===== config.mk =====
export PLATFORM = sky130hd
export DESIGN_NAME = irq_entry_seq
export DESIGN_NICKNAME = d
export VERILOG_FILES = /design/src/rtl/irq_seq_pkg.sv /design/src/rtl/irq_prio_arb.sv /design/src/rtl/irq_mem_port.sv /design/src/rtl/irq_seq_ctrl.sv /design/src/rtl/irq_entry_seq.sv
export SDC_FILE = /design/constraint.sdc
export NUM_CORES = 1
export LEC_CHECK = 0
export CORE_ASPECT_RATIO = 1.1
export CORE_UTILIZATION = 30
export DETAILED_ROUTE_END_ITERATION = 10
export PLACE_DENSITY = 0.59
export SLEW_MARGIN = 15
export SYNTH_ARGS = -nofsm -noshare
export SYNTH_HDL_FRONTEND = slang
export SYNTH_HIERARCHICAL = 1
export SYNTH_SLANG_ARGS = --single-unit

===== constraint.sdc =====
create_clock -name clk -period 10.4 [get_ports clk]
set_input_delay 1.56 -clock clk [delete_from_list [all_inputs] [get_ports clk]]
set_output_delay 1.56 -clock clk [all_outputs]
set_load 0.01 [all_outputs]

===== src/rtl/irq_seq_pkg.sv =====
package irq_seq_pkg;

  // Status register bit positions the sequencer interprets.
  localparam int SR_GIE_BIT  = 3;
  localparam int SR_SCG0_BIT = 6;

  // One state per cycle of each sequence (entry 6, return 5, reset 4).
  typedef enum logic [3:0] {
    ST_IDLE,
    ST_E_START,
    ST_E_PUSH_PC,
    ST_E_PUSH_SR,
    ST_E_SELECT,
    ST_E_VEC,
    ST_E_LOAD,
    ST_X_START,
    ST_X_POP_SR,
    ST_X_POP_PC,
    ST_X_HOLD,
    ST_X_LOAD,
    ST_R_START,
    ST_R_SETTLE,
    ST_R_VEC,
    ST_R_LOAD
  } seq_state_t;

  function automatic logic is_load_state(seq_state_t s);
    return (s == ST_E_LOAD) || (s == ST_X_LOAD) || (s == ST_R_LOAD);
  endfunction

  function automatic logic is_mem_state(seq_state_t s);
    return (s == ST_E_PUSH_PC) || (s == ST_E_PUSH_SR) || (s == ST_E_VEC) ||
           (s == ST_X_POP_SR) || (s == ST_X_POP_PC) || (s == ST_R_VEC);
  endfunction

endpackage


===== src/rtl/irq_prio_arb.sv =====
module irq_prio_arb #(
  parameter int N_MASK = 14,
  localparam int IW    = $clog2(N_MASK + 2)
) (
  input  logic [N_MASK-1:0] irq_i,
  input  logic              gie_i,
  input  logic              nmi_i,
  output logic              any_o,
  output logic [IW-1:0]     idx_o
);

  // Index N_MASK is the non-maskable request; it bypasses the enable.
  logic [N_MASK:0] req_all;

  for (genvar g = 0; g < N_MASK; g++) begin : g_gate
    assign req_all[g] = irq_i[g] & gie_i;
  end
  assign req_all[N_MASK] = nmi_i;

  assign any_o = |req_all;

  // Highest index wins: later hits override earlier ones.
  always_comb begin
    idx_o = '0;
    for (int i = 0; i <= N_MASK; i++) begin
      if (req_all[i]) idx_o = IW'(i);
    end
  end

endmodule


===== src/rtl/irq_mem_port.sv =====
module irq_mem_port
  import irq_seq_pkg::*;
#(
  parameter int W      = 16,
  parameter int N_MASK = 14,
  localparam int IW    = $clog2(N_MASK + 2),
  localparam int RST_IDX = N_MASK + 1,
  localparam logic [W-1:0] VEC_BASE = {W{1'b1}} - W'(2 * (N_MASK + 2) - 1)
) (
  input  seq_state_t     state_i,
  input  logic [W-1:0]   sp_base_i,
  input  logic [W-1:0]   pc_lat_i,
  input  logic [W-1:0]   sr_lat_i,
  input  logic [IW-1:0]  win_idx_i,
  output logic           mem_valid_o,
  output logic           mem_we_o,
  output logic [W-1:0]   mem_addr_o,
  output logic [W-1:0]   mem_wdata_o
);

  // Everything here depends only on state and latched values, so the
  // request stays fixed while the memory holds ready low.
  always_comb begin
    mem_valid_o = 1'b0;
    mem_we_o    = 1'b0;
    mem_addr_o  = '0;
    mem_wdata_o = '0;
    case (state_i)
      ST_E_PUSH_PC: begin
        mem_valid_o = 1'b1;
        mem_we_o    = 1'b1;
        mem_addr_o  = sp_base_i - W'(2);
        mem_wdata_o = pc_lat_i;
      end
      ST_E_PUSH_SR: begin
        mem_valid_o = 1'b1;
        mem_we_o    = 1'b1;
        mem_addr_o  = sp_base_i - W'(4);
        mem_wdata_o = sr_lat_i;
      end
      ST_E_VEC: begin
        mem_valid_o = 1'b1;
        mem_addr_o  = VEC_BASE + W'({win_idx_i, 1'b0});
      end
      ST_X_POP_SR: begin
        mem_valid_o = 1'b1;
        mem_addr_o  = sp_base_i;
      end
      ST_X_POP_PC: begin
        mem_valid_o = 1'b1;
        mem_addr_o  = sp_base_i + W'(2);
      end
      ST_R_VEC: begin
        mem_valid_o = 1'b1;
        mem_addr_o  = VEC_BASE + W'(2 * RST_IDX);
      end
      default: ;
    endcase
  end

endmodule


===== src/rtl/irq_seq_ctrl.sv =====
module irq_seq_ctrl
  import irq_seq_pkg::*;
#(
  parameter int W      = 16,
  parameter int N_MASK = 14,
  parameter logic [N_MASK-1:0] SINGLE_SRC = '0,
  localparam int IW    = $clog2(N_MASK + 2)
) (
  input  logic              clk,
  input  logic              rst_n,
  input  logic              inst_boundary_i,
  input  logic              reti_i,
  input  logic [W-1:0]      pc_i,
  input  logic [W-1:0]      sp_i,
  input  logic [W-1:0]      sr_i,
  input  logic              arb_any_i,
  input  logic [IW-1:0]     arb_idx_i,
  input  logic              mem_ready_i,
  input  logic [W-1:0]      mem_rdata_i,
  output seq_state_t        state_o,
  output logic              arb_gie_o,
  output logic [W-1:0]      pc_lat_o,
  output logic [W-1:0]      sp_lat_o,
  output logic [W-1:0]      sr_lat_o,
  output logic [IW-1:0]     win_idx_o,
  output logic [N_MASK-1:0] irq_ack_o,
  output logic              nmi_disarm_o,
  output logic              busy_o,
  output logic              upd_o,
  output logic [W-1:0]      pc_o,
  output logic [W-1:0]      sp_o,
  output logic [W-1:0]      sr_o
);

  localparam logic [W-1:0] SR_KEEP  = W'(1) << SR_SCG0_BIT;
  localparam logic [W-1:0] EVEN_MSK = ~W'(1);
  localparam logic [IW-1:0] NMI_IDX = IW'(N_MASK);

  seq_state_t st, st_nxt;
  logic [IW-1:0] win_q;
  logic [IW-1:0] sel_idx;
  logic          in_sel;
  logic          step_ok;

  assign state_o   = st;
  assign busy_o    = (st != ST_IDLE);
  assign upd_o     = is_load_state(st);
  assign win_idx_o = win_q;

  // The enable seen by the arbiter: live while idle, captured afterwards.
  assign arb_gie_o = (st == ST_IDLE) ? sr_i[SR_GIE_BIT] : sr_lat_o[SR_GIE_BIT];

  // Select step: a live winner overrides the one captured at the boundary.
  assign in_sel  = (st == ST_E_SELECT);
  assign sel_idx = arb_any_i ? arb_idx_i : win_q;

  for (genvar g = 0; g < N_MASK; g++) begin : g_ack
    if (SINGLE_SRC[g]) begin : g_single
      assign irq_ack_o[g] = in_sel && (sel_idx == IW'(g));
    end else begin : g_multi
      assign irq_ack_o[g] = 1'b0;
    end
  end
  assign nmi_disarm_o = in_sel && (sel_idx == NMI_IDX);

  // Memory states advance only on acceptance.
  assign step_ok = !is_mem_state(st) || mem_ready_i;

  always_comb begin
    st_nxt = st;
    case (st)
      ST_IDLE: begin
        if (inst_boundary_i) begin
          if (reti_i)         st_nxt = ST_X_START;
          else if (arb_any_i) st_nxt = ST_E_START;
        end
      end
      ST_E_START:   st_nxt = ST_E_PUSH_PC;
      ST_E_PUSH_PC: if (step_ok) st_nxt = ST_E_PUSH_SR;
      ST_E_PUSH_SR: if (step_ok) st_nxt = ST_E_SELECT;
      ST_E_SELECT:  st_nxt = ST_E_VEC;
      ST_E_VEC:     if (step_ok) st_nxt = ST_E_LOAD;
      ST_E_LOAD:    st_nxt = ST_IDLE;
      ST_X_START:   st_nxt = ST_X_POP_SR;
      ST_X_POP_SR:  if (step_ok) st_nxt = ST_X_POP_PC;
      ST_X_POP_PC:  if (step_ok) st_nxt = ST_X_HOLD;
      ST_X_HOLD:    st_nxt = ST_X_LOAD;
      ST_X_LOAD:    st_nxt = ST_IDLE;
      ST_R_START:   st_nxt = ST_R_SETTLE;
      ST_R_SETTLE:  st_nxt = ST_R_VEC;
      ST_R_VEC:     if (step_ok) st_nxt = ST_R_LOAD;
      ST_R_LOAD:    st_nxt = ST_IDLE;
      default:      st_nxt = ST_IDLE;
    endcase
  end

  always_ff @(posedge clk or negedge rst_n) begin
    if (!rst_n) begin
      st       <= ST_R_START;
      pc_lat_o <= '0;
      sp_lat_o <= '0;
      sr_lat_o <= '0;
      win_q    <= '0;
      pc_o     <= '0;
      sp_o     <= '0;
      sr_o     <= '0;
    end else begin
      st <= st_nxt;
      // Core state is tracked while idle; the boundary cycle's value sticks.
      if (st == ST_IDLE || st == ST_R_START) begin
        pc_lat_o <= pc_i;
        sp_lat_o <= sp_i & EVEN_MSK;
        sr_lat_o <= sr_i;
        win_q    <= arb_idx_i;
      end
      if (in_sel) win_q <= sel_idx;
      if (mem_ready_i) begin
        case (st)
          ST_E_VEC: begin
            pc_o <= mem_rdata_i & EVEN_MSK;
            sp_o <= sp_lat_o - W'(4);
            sr_o <= sr_lat_o & SR_KEEP;
          end
          ST_X_POP_SR: sr_o <= mem_rdata_i;
          ST_X_POP_PC: begin
            pc_o <= mem_rdata_i & EVEN_MSK;
            sp_o <= sp_lat_o + W'(4);
          end
          ST_R_VEC: begin
            pc_o <= mem_rdata_i & EVEN_MSK;
            sp_o <= sp_lat_o;
            sr_o <= '0;
          end
          default: ;
        endcase
      end
    end
  end

endmodule


===== src/rtl/irq_entry_seq.sv =====
module irq_entry_seq
  import irq_seq_pkg::*;
#(
  parameter int W      = 16,
  parameter int N_MASK = 14,
  parameter int N_NMI  = 3,
  parameter logic [N_MASK-1:0] SINGLE_SRC = 14'h1555,
  localparam int IW    = $clog2(N_MASK + 2)
) (
  input  logic              clk,
  input  logic              rst_n,
  input  logic              inst_boundary_i,
  input  logic              reti_i,
  input  logic [N_MASK-1:0] irq_i,
  input  logic [N_NMI-1:0]  nmi_src_i,
  input  logic [N_NMI-1:0]  nmi_en_i,
  input  logic [W-1:0]      pc_i,
  input  logic [W-1:0]      sp_i,
  input  logic [W-1:0]      sr_i,
  output logic              busy_o,
  output logic              upd_o,
  output logic [W-1:0]      pc_o,
  output logic [W-1:0]      sp_o,
  output logic [W-1:0]      sr_o,
  output logic [N_MASK-1:0] irq_ack_o,
  output logic              nmi_disarm_o,
  output logic              mem_valid_o,
  input  logic              mem_ready_i,
  output logic              mem_we_o,
  output logic [W-1:0]      mem_addr_o,
  output logic [W-1:0]      mem_wdata_o,
  input  logic [W-1:0]      mem_rdata_i
);

  seq_state_t    state;
  logic          arb_gie;
  logic          arb_any;
  logic [IW-1:0] arb_idx;
  logic [IW-1:0] win_idx;
  logic [W-1:0]  pc_lat, sp_lat, sr_lat;
  logic          nmi_act;

  assign nmi_act = |(nmi_src_i & nmi_en_i);

  irq_prio_arb #(.N_MASK(N_MASK)) arb_i (
    .irq_i (irq_i),
    .gie_i (arb_gie),
    .nmi_i (nmi_act),
    .any_o (arb_any),
    .idx_o (arb_idx)
  );

  irq_seq_ctrl #(.W(W), .N_MASK(N_MASK), .SINGLE_SRC(SINGLE_SRC)) ctrl_i (
    .clk             (clk),
    .rst_n           (rst_n),
    .inst_boundary_i (inst_boundary_i),
    .reti_i          (reti_i),
    .pc_i            (pc_i),
    .sp_i            (sp_i),
    .sr_i            (sr_i),
    .arb_any_i       (arb_any),
    .arb_idx_i       (arb_idx),
    .mem_ready_i     (mem_ready_i),
    .mem_rdata_i     (mem_rdata_i),
    .state_o         (state),
    .arb_gie_o       (arb_gie),
    .pc_lat_o        (pc_lat),
    .sp_lat_o        (sp_lat),
    .sr_lat_o        (sr_lat),
    .win_idx_o       (win_idx),
    .irq_ack_o       (irq_ack_o),
    .nmi_disarm_o    (nmi_disarm_o),
    .busy_o          (busy_o),
    .upd_o           (upd_o),
    .pc_o            (pc_o),
    .sp_o            (sp_o),
    .sr_o            (sr_o)
  );

  irq_mem_port #(.W(W), .N_MASK(N_MASK)) mem_i (
    .state_i     (state),
    .sp_base_i   (sp_lat),
    .pc_lat_i    (pc_lat),
    .sr_lat_i    (sr_lat),
    .win_idx_i   (win_idx),
    .mem_valid_o (mem_valid_o),
    .mem_we_o    (mem_we_o),
    .mem_addr_o  (mem_addr_o),
    .mem_wdata_o (mem_wdata_o)
  );

endmodule


# Word level (Yosys, flattened, before mapping)
# Index checks and enable logic that the tools add are counted.
# totals
regBits,102
inputBits,89
output_inout_bits,99
# classes
mux,34
n_reduce_logical,34
addsub,5
eq_ne,30
bitwise,15
# ops
cell,count
16-bit case mux with 3 select lines,2
16-bit case mux with 6 select lines,1
4-bit two-way mux,19
4-bit case mux with 14 select lines,1
"4-bit == test, second input constant",12
16-bit case mux with 2 select lines,1
"4-bit by 3-bit == test with 1-bit output, second input constant",6
17-bit OR reduction,1
"16-bit by 2-bit adder with 16-bit output, second input constant",1
"16-bit by 3-bit adder with 16-bit output, second input constant",1
"16-bit by 2-bit subtractor with 16-bit output, second input constant",1
"16-bit by 3-bit subtractor with 16-bit output, second input constant",1
1-bit bitwise AND,14
"4-bit by 2-bit == test with 1-bit output, second input constant",3
3-bit two-way mux,4
"2-bit by 1-bit != test with 1-bit output, second input constant",6
1-bit logical OR,9
3-bit OR reduction,3
1-bit logical AND,8
4-bit logical NOT,2
8-bit AND reduction,1
"6-bit by 6-bit adder with 7-bit output, first input constant",1
2-bit AND reduction,3
3-bit nonzero test,2
11 further kinds,15

# Longest topological paths before layout
# depth
word_depth,20
depth_mapped,12
mapped_depth_nobuf,10

# Cells and area by module
# The synthesis kept the hierarchy.
# by_module_without_submodules
mod,seq_area_each_um2,area_per_inst_um2,n_inst,cells_per_inst
irq_seq_ctrl,2529.9,5151.2,1,474
irq_mem_port,0.0,1641.6,1,244
irq_prio_arb,0.0,206.4,1,28
irq_entry_seq,0.0,13.8,1,2

# Worst setup path after synthesis
# OpenSTA, ideal clock, no wires.
# synth_path
path_type,register -> output
startpoint,register ctrl_i.st[1] (netlist: ctrl_i/state_o[1])
endpoint,output mem_addr_o[15]
stages_incl_launch_ff,13
arrival_ps,3132
slack_ps,5708
n_path_buf,2
cell_sequence,dfrtp_1 > buf_2 > nand2b_1 > nor3b_1 > inv_1 > ha_1 > clkbuf_1 > and3_1 > a221oi_1 > nor2b_1 > a311o_1 > xnor2_1 > o21ai_1
# synth_between
elab_chain_len,2
# synth_rtl
element,line,rtl
from (decl),irq_seq_ctrl.sv:39,"seq_state_t st, st_nxt;"
from (signal assigned),irq_seq_ctrl.sv:108,st <= st_nxt;
4-bit == test (tied with other cells),irq_mem_port.sv:28,case (state_i)
16-bit case mux with 6 select lines (*),irq_mem_port.sv:28,
to (decl),irq_entry_seq.sv:30,"output logic [W-1:0] mem_addr_o,"
# Every way passes the cells marked *; elsewhere a longest branch is shown, timed or not.

# Worst setup path in the final report
# layout_path
startpoint,register ctrl_i.st[0] (netlist: ctrl_i/state_o[0])
endpoint,output mem_addr_o[15]
# Same word-level chain as after synthesis.

==> results.json <==
{
  "cts_hold_buffers": 0,
  "synth_ff_type": "dfrtp_1",
  "register_area_sq_um": 2530,
  "cts_setup_buffers": 0,
  "met3_usage": 0.0305,
  "grt.overflow.total": 0,
  "syn_to_final_growth_pct": 31.4,
  "clk_pin_slew_ns": 0.07,
  "track_usage": 0.168,
  "dpl.cell_count": 1190,
  "design_area_sq_um": 9220,
  "core_area_sq_um": 22900,
  "ys_seq_area_frac": 0.361,
  "ys_warn_count": 6,
  "ctsResizeCount": 0,
  "drv_cap": 0,
  "dp_slack_ns": 4.01,
  "multi_input_area_sq_um": 4160,
  "cts_buffers": 9,
  "grt_pass1_vias": 5816,
  "crit_path_end_kind": "primary output",
  "arrival_ns": 5.20,
  "clock-sinks": 101,
  "grt_start_max_net_pins": 56,
  "irDropWorstVdd_uv": 119,
  "setup_viol": 0,
  "final_cells": 1206,
  "fin_ws_ns": 3.64,
  "die-area_sq_um": 24000,
  "drtPass1Iterations": 7,
  "fin_tns_setup_ns": 0,
  "wl_microns": 19800,
  "max_freq_ghz": 0.148,
  "layout-drive-gt1-share": 0.114,
  "row_count": 58,
  "post-route-util": 0.402,
  "p_clk_frac": 0.114,
  "power.total_mw": 3.00,
  "slew_viol_final": 0,
  "fillers": 2332,
  "hp-class": "reg2reg",
  "die_w_microns": 148,
  "fin_nets": 1020,
  "fin_crit_sh": 0.650,
  "synth-edff-count": 0,
  "hold_slack_ns": 0.479,
  "root_buffer": "clkbuf_16",
  "intPower_mw": 1.70,
  "antenna_found_initial": 0,
  "num_antenna_cells": 0,
  "ys_ff_latch": 101,
  "cts_tree": "done",
  "path_max_fanout": 41,
  "start_util": 0.306,
  "worst_pin_slew_ns": 1.15,
  "cp-start-kind": "flip-flop",
  "path_class": "reg2out",
  "detail-route-antenna-nets": 0,
  "drt-initial-drc-count": 349,
  "p_sw_mw": 1.29,
  "ys_types": 79,
  "gr-max-usage-layer": "met2",
  "chipHeight_microns": 162,
  "syn_inst": 748,
  "drc": 0,
  "hold_viol_final": 0,
  "rsz0062_at_grt": "no",
  "wl_per_cell_microns": 16.4,
  "place_congestion": 0.853,
  "post_dp_cell_area_sq_um": 8920,
  "clock_latency_ns": 0.35,
  "power_frac_seq": 0.275,
  "p_comb_frac": 0.611,
  "fin_skew_ns": 0.00795,
  "synth_area_per_cell_sq_um": 9.38,
  "grt_pass1_wl_microns": 31900,
  "htreeDepth": 3,
  "use_met1": 0.213,
  "clock_path_buffers": 2,
  "vias": 6038,
  "grt_use_met2": 0.286,
  "viasPerCell": 5.01,
  "ioPinCount": 188,
  "max_slew_margin": 0.231,
  "power.density_nw_per_um2": 325,
  "synth_area_sq_um": 7010,
  "switching_share": 0.432,
  "async_flop_share": 1.00,
  "numPortBuffers": 176,
  "power.leakage_nw": 3.71,
  "hpwl_microns": 14400,
  "period_minus_slack_ns": 6.76,
  "required_ns": 8.84,
  "outcome": "finished, final reports clean"
}
-- metal layers --
layer | part of all wire | up-vias
li1 | - | 3003
met1 | 0.45 | 2881
met2 | 0.49 | 135
met3 | 0.043 | 19
met4 | 0.022 | 0
met5 | 0 | -
-- final cells by class --
cell class	count	share of cell area
Multi-Input combinational cell	590	0.451
Inverter	21	0.00855
Clock buffer	9	0.0244
Tap cell	300	0.0407
Clock inverter	7	0.00814
Timing Repair Buffer	178	0.192
Sequential cell	101	0.275
-- power groups by stage --
stage	registers, mW	logic [mW]	clock network, mW
floorplan	0.742	1.27	0
global placement	0.826	1.82	0
detailed placement	0.831	1.83	0
CTS	0.824	1.84	0.359
global route	0.861	2.03	0.372
finish	0.824	1.83	0.343
-- synthesized netlist by cell type, types with 3 or more instances --
cell / count / area [sq um]
o22ai_1: 7 / 43.8
and3_1: 9 / 56.3
buf_2: 12 / 60.1
o21ai_1: 8 / 40.0
a211oi_1: 4 / 30.0
mux2i_1: 21 / 210
nand3_1: 15 / 75.1
nand2_1: 71 / 267
or3_1: 5 / 31.3
o21ai_0: 53 / 265
nor4_1: 4 / 25.0
xor2_1: 12 / 105
clkbuf_1: 9 / 33.8
o211ai_1: 11 / 82.6
a211o_1: 3 / 26.3
buf_1: 3 / 11.3
a221oi_1: 3 / 26.3
nor2b_1: 16 / 100
a31oi_1: 7 / 43.8
o21a_1: 3 / 22.5
a22oi_1: 3 / 22.5
xnor2_1: 11 / 96.3
nor2_1: 56 / 210
a21oi_1: 54 / 270
nor3b_1: 8 / 60.1
nand2b_1: 7 / 43.8
nand3b_1: 7 / 52.6
ha_1: 28 / 350
dfrtp_1: 99 / 2480
buf_6: 6 / 67.6
a21o_1: 12 / 90.1
nand4_1: 7 / 43.8
mux2_1: 9 / 101
buf_4: 15 / 113
nor3_1: 7 / 35.0
or2_1: 4 / 25.0
o31ai_1: 5 / 37.5
and2_1: 4 / 25.0
inv_1: 20 / 75.1
mux2_2: 59 / 664
-- critical path: stages, from the launching register on --
cell and delay, ns:
dfrtp_2 0.99, nand2b_1 0.20, nor3b_1 0.51, inv_1 0.42, ha_1 0.47, nand3b_1 0.12
a21o_1 0.22, a2111oi_0 0.74, a311o_1 0.34, xnor2_1 0.09, o21ai_1 0.17, clkdlybuf4s50_1 0.57
-- path summary, 6_finish.rpt --
| path | start | to | slack [ns] | depth (start not counted) |
|---|---|---|---|---|
| max | ctrl_i/state_o[0] | mem_addr_o[15] | 3.64 | 11 |
| min | ctrl_i/sp_o[6] | ctrl_i/sp_o[6] | 0.48 | 2 |
| max reg2reg | ctrl_i/state_o[3] | ctrl_i/sp_o[15] | 6.73 | 9 |
| min reg2reg | ctrl_i/sp_o[6] | ctrl_i/sp_o[6] | 0.48 | 2 |
| max in group asynchronous | rst_n | ctrl_i/pc_lat_o[10] | 7.99 | 2 |
| min in group asynchronous | rst_n | ctrl_i/pc_lat_o[7] | 1.22 | 1 |
-- cell usage in the layout, fill, tap and decap left out, types with 8 or more instances in the layout --
master / n
ha_1: 28
a21oi_1: 54
nand3_1: 15
nor2_1: 56
dfrtp_1: 98
mux2_2: 59
mux2_1: 9
clkbuf_16: 9
inv_1: 20
conb_1: 10
clkdlybuf4s50_1: 175
o211ai_1: 11
nand2_1: 71
mux2i_1: 21
and3_1: 9
xnor2_1: 11
nor2b_1: 16
o21ai_0: 53
a21o_1: 12
xor2_1: 12
nor3b_1: 8
-- sequential cells by signal (all words and copies together), names as in the netlist --
register,count
ctrl_i/pc_lat_o,16
ctrl_i/pc_o,15
ctrl_i/sp_lat_o,15
ctrl_i/sp_o,15
ctrl_i/sr_lat_o,16
ctrl_i/sr_o,16
ctrl_i/state_o,4
ctrl_i/win_idx_o,4
-- cells by family after synthesis --
| family | Yosys count | share of synthesized area |
|---|---|---|
| xor gates and xnor gates | 23 | 0.0287 |
| and+or+nand+nor | 243 | 0.189 |
| buffers and inverters | 66 | 0.0519 |
| adders and majority gates | 30 | 0.0557 |
| AOI/OAI and AO/OA | 195 | 0.174 |
| muxes | 89 | 0.139 |
| other | 1 | 0.000535 |
| DFF | 101 | 0.361 |
Note: power is estimated with default switching activity, not from simulation.
